===== config.mk =====
export PLATFORM = sky130hd
export DESIGN_NAME = sar_serial_seq
export DESIGN_NICKNAME = d
export VERILOG_FILES = /design/src/rtl/sar_seq_pkg.sv /design/src/rtl/sar_sync.sv /design/src/rtl/sar_edge_rst.sv /design/src/rtl/sar_core.sv /design/src/rtl/sar_serial_seq.sv
export SDC_FILE = /design/constraint.sdc
export NUM_CORES = 1
export LEC_CHECK = 0
export BUFFER_PORTS_ARGS = -buffer_cell sky130_fd_sc_hd__buf_2
export CAP_MARGIN = 0
export CORE_MARGIN = 1.5
export CORE_UTILIZATION = 65
export CTS_BUF_LIST = sky130_fd_sc_hd__clkbuf_16
export CTS_CLUSTER_DIAMETER = 100
export DETAILED_ROUTE_END_ITERATION = 16
export PLACE_DENSITY = 0.83
export SYNTH_ARGS = -nofsm -noshare
export SYNTH_HDL_FRONTEND = slang
export SYNTH_SLANG_ARGS = --single-unit

===== constraint.sdc =====
create_clock -name clk -period 4.4 [get_ports clk]
set_clock_uncertainty 0.15 [all_clocks]
set_input_delay 1.1 -clock clk [delete_from_list [all_inputs] [get_ports clk]]
set_output_delay 1.1 -clock clk [all_outputs]
set_load 0.03 [all_outputs]

===== src/rtl/sar_seq_pkg.sv =====
package sar_seq_pkg;
  typedef enum logic [2:0] {
    ST_IDLE,
    ST_ADDR,
    ST_TRACK,
    ST_CONV,
    ST_REPLAY,
    ST_HOLD
  } seq_state_t;
endpackage


===== src/rtl/sar_sync.sv =====
module sar_sync #(
  parameter int W = 1,
  parameter int STAGES = 2,
  parameter logic [W-1:0] RST_VAL = '0
) (
  input  logic         clk,
  input  logic         rst_n,
  input  logic [W-1:0] d,
  output logic [W-1:0] q
);
  logic [W-1:0] pipe [STAGES];

  always_ff @(posedge clk or negedge rst_n) begin
    if (!rst_n) begin
      for (int i = 0; i < STAGES; i++) pipe[i] <= RST_VAL;
    end else begin
      pipe[0] <= d;
      for (int i = 1; i < STAGES; i++) pipe[i] <= pipe[i-1];
    end
  end

  assign q = pipe[STAGES-1];
endmodule


===== src/rtl/sar_edge_rst.sv =====
module sar_edge_rst #(
  parameter int RST_CYC = 16
) (
  input  logic clk,
  input  logic rst_n,
  input  logic sclk_s,
  input  logic cs_s,
  output logic rise_ev,
  output logic fall_ev,
  output logic rst_hit
);
  localparam int CW = $clog2(RST_CYC + 1);

  logic          sclk_d;
  logic [CW-1:0] cnt_q;
  logic          overlap;

  assign overlap = cs_s & sclk_s;

  always_ff @(posedge clk or negedge rst_n) begin
    if (!rst_n) begin
      sclk_d <= 1'b0;
      cnt_q  <= '0;
    end else begin
      sclk_d <= sclk_s;
      if (!overlap)                    cnt_q <= '0;
      else if (cnt_q != CW'(RST_CYC))  cnt_q <= cnt_q + CW'(1);
    end
  end

  assign rise_ev = sclk_s & ~sclk_d;
  assign fall_ev = ~sclk_s & sclk_d;
  assign rst_hit = overlap & (cnt_q == CW'(RST_CYC - 1));
endmodule


===== src/rtl/sar_core.sv =====
module sar_core
  import sar_seq_pkg::*;
#(
  parameter int WIDTH = 8,
  parameter int ADDR_W = 3,
  parameter bit SINGLE_CH = 1'b0
) (
  input  logic              clk,
  input  logic              rst_n,
  input  logic              cs_s,
  input  logic              sdi_s,
  input  logic              cmp_below_s,
  input  logic              rise_ev,
  input  logic              fall_ev,
  input  logic              rst_hit,
  output seq_state_t        state,
  output logic [WIDTH-1:0]  trial,
  output logic [ADDR_W-1:0] chan,
  output logic              sdo
);
  localparam int IW = $clog2(WIDTH);
  localparam int AW = $clog2(ADDR_W + 1);
  localparam logic [WIDTH-1:0] TRIAL_INIT = {1'b1, {(WIDTH-1){1'b0}}};
  localparam seq_state_t AFTER_CONV = SINGLE_CH ? ST_HOLD : ST_REPLAY;
  localparam seq_state_t AFTER_START = SINGLE_CH ? ST_TRACK : ST_ADDR;

  seq_state_t        state_q;
  logic [WIDTH-1:0]  trial_q, trial_d;
  logic [ADDR_W-1:0] chan_q;
  logic [ADDR_W:0]   chan_sh;
  logic              sdo_q;
  logic [IW-1:0]     idx_q;
  logic [AW-1:0]     acnt_q;

  always_comb begin
    trial_d = trial_q;
    trial_d[idx_q] = ~cmp_below_s;
    if (idx_q != '0) trial_d[idx_q - IW'(1)] = 1'b1;
  end

  assign chan_sh = {chan_q, sdi_s};

  always_ff @(posedge clk or negedge rst_n) begin
    if (!rst_n) begin
      state_q <= ST_IDLE;
      trial_q <= '0;
      chan_q  <= '0;
      sdo_q   <= 1'b0;
      idx_q   <= '0;
      acnt_q  <= '0;
    end else if (rst_hit) begin
      state_q <= ST_IDLE;
      trial_q <= '0;
      chan_q  <= '0;
      sdo_q   <= 1'b0;
      idx_q   <= '0;
      acnt_q  <= '0;
    end else if (cs_s) begin
      if (state_q == ST_HOLD) state_q <= ST_IDLE;
    end else begin
      unique case (state_q)
        ST_IDLE: if (rise_ev && sdi_s) begin
          state_q <= AFTER_START;
          trial_q <= TRIAL_INIT;
          acnt_q  <= '0;
          idx_q   <= IW'(WIDTH - 1);
        end
        ST_ADDR: if (rise_ev) begin
          chan_q <= chan_sh[ADDR_W-1:0];
          acnt_q <= acnt_q + AW'(1);
          if (acnt_q == AW'(ADDR_W - 1)) state_q <= ST_TRACK;
        end
        ST_TRACK, ST_CONV: if (fall_ev) begin
          trial_q <= trial_d;
          sdo_q   <= ~cmp_below_s;
          if (idx_q == '0) begin
            state_q <= AFTER_CONV;
            idx_q   <= IW'(1);
          end else begin
            state_q <= ST_CONV;
            idx_q   <= idx_q - IW'(1);
          end
        end
        ST_REPLAY: if (fall_ev) begin
          sdo_q <= trial_q[idx_q];
          if (idx_q == IW'(WIDTH - 1)) state_q <= ST_HOLD;
          else                         idx_q   <= idx_q + IW'(1);
        end
        default: ;
      endcase
    end
  end

  assign state = state_q;
  assign trial = trial_q;
  assign chan  = chan_q;
  assign sdo   = sdo_q;
endmodule


===== src/rtl/sar_serial_seq.sv =====
module sar_serial_seq
  import sar_seq_pkg::*;
#(
  parameter int WIDTH = 8,
  parameter int ADDR_W = 3,
  parameter bit SINGLE_CH = 1'b0,
  parameter int SYNC_STAGES = 2,
  parameter int RST_CYC = 16
) (
  input  logic              clk,
  input  logic              rst_n,
  input  logic              sclk,
  input  logic              cs_n,
  input  logic              sdi,
  input  logic              cmp_below,
  output logic              sdo,
  output logic              sdo_oe,
  output logic              busy,
  output logic              track,
  output logic [ADDR_W-1:0] chan
);
  logic [2:0]       raw_in, syn_in;
  logic             cs_s, sclk_s, sdi_s, cmp_s;
  logic             rise_ev, fall_ev, rst_hit;
  logic             oe_q;
  seq_state_t       state;
  logic [WIDTH-1:0] trial;

  assign raw_in = {sclk, sdi, cmp_below};
  assign sclk_s = syn_in[2];
  assign sdi_s  = syn_in[1];
  assign cmp_s  = syn_in[0];

  sar_sync #(.W(3), .STAGES(SYNC_STAGES), .RST_VAL(3'b000)) u_sync_data (
    .clk(clk), .rst_n(rst_n), .d(raw_in), .q(syn_in)
  );

  sar_sync #(.W(1), .STAGES(SYNC_STAGES), .RST_VAL(1'b1)) u_sync_cs (
    .clk(clk), .rst_n(rst_n), .d(cs_n), .q(cs_s)
  );

  sar_edge_rst #(.RST_CYC(RST_CYC)) u_edge (
    .clk(clk), .rst_n(rst_n), .sclk_s(sclk_s), .cs_s(cs_s),
    .rise_ev(rise_ev), .fall_ev(fall_ev), .rst_hit(rst_hit)
  );

  sar_core #(.WIDTH(WIDTH), .ADDR_W(ADDR_W), .SINGLE_CH(SINGLE_CH)) u_core (
    .clk(clk), .rst_n(rst_n), .cs_s(cs_s), .sdi_s(sdi_s), .cmp_below_s(cmp_s),
    .rise_ev(rise_ev), .fall_ev(fall_ev), .rst_hit(rst_hit),
    .state(state), .trial(trial), .chan(chan), .sdo(sdo)
  );

  always_ff @(posedge clk or negedge rst_n) begin
    if (!rst_n) oe_q <= 1'b0;
    else        oe_q <= ~cs_s;
  end

  assign sdo_oe = oe_q;
  assign busy   = (state == ST_TRACK) || (state == ST_CONV);
  assign track  = (state == ST_TRACK);
endmodule


==> results.md <==
* Status: complete, no violations
* DP Worst Slack at 1.712 ns
* Unrepaired setup endpoints after global routing: no
* Setup_tns at 0 ns
* Startpoint types: register
* Post-synth top cells: dfrtp_1, nand3_1, inv_1, nand2_1, o21ai_0
* Total Power at 1.431 mW
* Antenna Nets Post-Route at 0
* Total gr overflow at 0
* Total clock sinks at 35
* Layout area overhead at 7.464%
* Top Ports at 13
* Max stage delay cell, worst path: dfrtp_1
* WP data required at 3.15 ns
* RD Place Congestion at 0.9739
* Fmax at 326.6 MHz
* WL final at 4772 um
* Mapped cell area at 2196 sq um
* Setup violations, final at 0
* # DRC at 0
* Hold_buf cts at 0
* Sequential fraction of the synthesis area at 40.00%
* Share of cells above drive strength 1 at 11.30%
* Worst-path fanout max at 16
* GRT Util Overall at 28.09%
* Vias post-DR at 1856
* Cell count after synthesis at 237
* Post-Layout Cell Count at 283
* Clock Tree Buf Depth at 2
* Count leader, synth: dfrtp_1
* Hold crit path type: register to register
* CTS buffer count at 5
* Peak supply drop at 429.0 uV
* R2R depth at 7
* Ys flop type: dfrtp_1
* Worst path arrival time at 1.81 ns
* Fin. max-slew vios at 0
* Total of max-cap violations at 0
* Worst r2r src: u_edge.cnt_q[1]
* Measured slew at the worst slew-check pin at 0.8612 ns
* CP Class: register to output pin
* Area of the core at 3128 sq um
* Die height at 61.12 um
* Inserted Diodes at 0
* Synth area leader: dfrtp_1
* DR pass1 iterations at 5
* Detailed Place HPWL at 3249 um
* Min-delay src: u_sync_data.pipe[3]
* Fin crit share at 69.59%
* Vias in the first global route at 1666
* CTS tree: built
* Crit path depth at 3
* Number of synthesized flops with an enable pin at 0
* PortBufs at 12
* Crit path cell chain: nand2b_1 > inv_1 > buf_2
* DR iter-0 viols at 118
* Largest net degree at the start of global routing at 36
* Initial core utilization at 70.20%
* CTS resizes at 0
* Async SR Flop Fraction at 100.0%
* Hold path cells at 0
* PwrDens at 606.6 nW/um^2
* Per-cell routed wire length at 16.86 um
* Worst Slack Setup Final at 1.338 ns
* Synth unique cells at 53
* Row cnt at 20
* Worst path max stage delay at 0.64 ns
* Register clock-pin slew on the reported worst setup and hold paths at 0.05 ns
* Final #Nets at 252
* Net count after synthesis at 251
* Placed instance area at 2222 sq um
* Top delay family on crit path: flip-flops
* Clock latency on the worst-skew pair at 0.27 ns
* Total number of yosys warnings at 0
* Die ar. at 3736 sq um
* # fillers at 221
* Synth top area share at 37.61%
* Root Driver: clkbuf_16
* Rel. slew slack at 42.59%
* Setup crit start: u_core.state[1]
* Leak at 1.026 nW
* Initial antenna violation count at 0
* Average size of a mapped cell at 9.265 sq um
* First-pass GRT wire length at 7741 um
* Avg Vias per Cell at 6.558
* Die width at 61.12 um
* Minimum clock period at 3.062 ns
* Count of final hold-check violations at 0
* CP Capture Type: output pin
* Finished Core Util at 75.44%
* Synth top area cells: dfrtp_1, ha_1, mux2i_1
* Post-CTS Repair Setup Buffers at 0
* Buf/Inv on CP at 2
* Final instance area at 2360 sq um
* CTS HTree Levels at 2
* Cells after DPL at 275
* #FFs+latches synth at 35
* Worst hold slack at 0.1947 ns
-- worst reg2reg max path, delay by kind of cell, from the launching register on --
family / cells / cell delay, ns
AO/OA/AOI/OAI: 2 / 0.66
adder cells (fa/ha/maj): 2 / 0.39
flip-flops: 1 / 0.37
multiplexers: 1 / 0.18
AND/OR/NAND/NOR: 2 / 0.76
-- path summary, 6_finish.rpt --
| kind | to | slack, ns |
|---|---|---|
| min | u_sync_data.q[0] | 0.19 |
| max in group asynchronous | u_sync_data.pipe[3] | 2.86 |
| max | busy | 1.34 |
| min in group asynchronous | u_core.trial[4] | 0.74 |
| max reg2reg | u_core.state[1] | 1.78 |
| min reg2reg | u_sync_data.q[0] | 0.19 |
-- cell families after synthesis --
family | Yosys count | share of synthesized area (%)
adders and majority gates | 8 | 4.559
muxes | 10 | 4.616
DFF | 35 | 40.00
AOI/OAI and AO/OA | 65 | 21.94
xor gates and xnor gates | 3 | 1.197
buffers and inverters | 34 | 6.951
and+or+nand+nor | 82 | 20.74
-- placed cells by master (no fill, tap or decap), types with 6 or more instances in the layout --
cell type / Yosys / final
dfrtp_1: 33 / 33
inv_1: 15 / 17
nand3_1: 16 / 16
nand2_1: 15 / 15
o21ai_0: 15 / 15
buf_2: 8 / 12
nor2_1: 11 / 11
mux2i_1: 9 / 9
o211ai_1: 8 / 8
ha_1: 8 / 8
nor2b_1: 6 / 6
a21oi_1: 6 / 6
-- layout make-up --
cell class | instances | area, sq um | area share [%]
clock buffer | 5 | 125.1 | 5.302
clock inverter | 3 | 12.51 | 0.5302
inverter | 15 | 56.30 | 2.386
multi-input combinational | 168 | 1165 | 49.36
sequential | 35 | 878.3 | 37.22
tap | 44 | 55.05 | 2.333
timing repair buffer | 13 | 67.56 | 2.863
-- registers in the layout (all words and copies together), names as in the netlist, 2 cells and up --
signal / flops
u_sync_data.pipe: 3
u_edge.cnt_q: 5
u_core.state: 3
u_core.acnt_q: 2
u_core.chan: 3
u_core.trial: 8
u_sync_data.q: 3
u_core.idx_q: 3
-- where the power goes --
part | switching (mW) | internal (mW)
Clock | 0.121 | 0.204
Combinational | 0.321 | 0.235
Sequential | 0.150 | 0.400
-- layer usage --
metal	wire, um	share of wire [%]	global-route usage (%)	up-vias
met5	0	0	0	-
li1	-	-	-	870
met2	2193	46	43.31	87
met3	424	8.9	7.353	6
met1	2121	44	40.03	893
met4	32	0.67	6.211	0
Power figures use the tool's default switching activity.
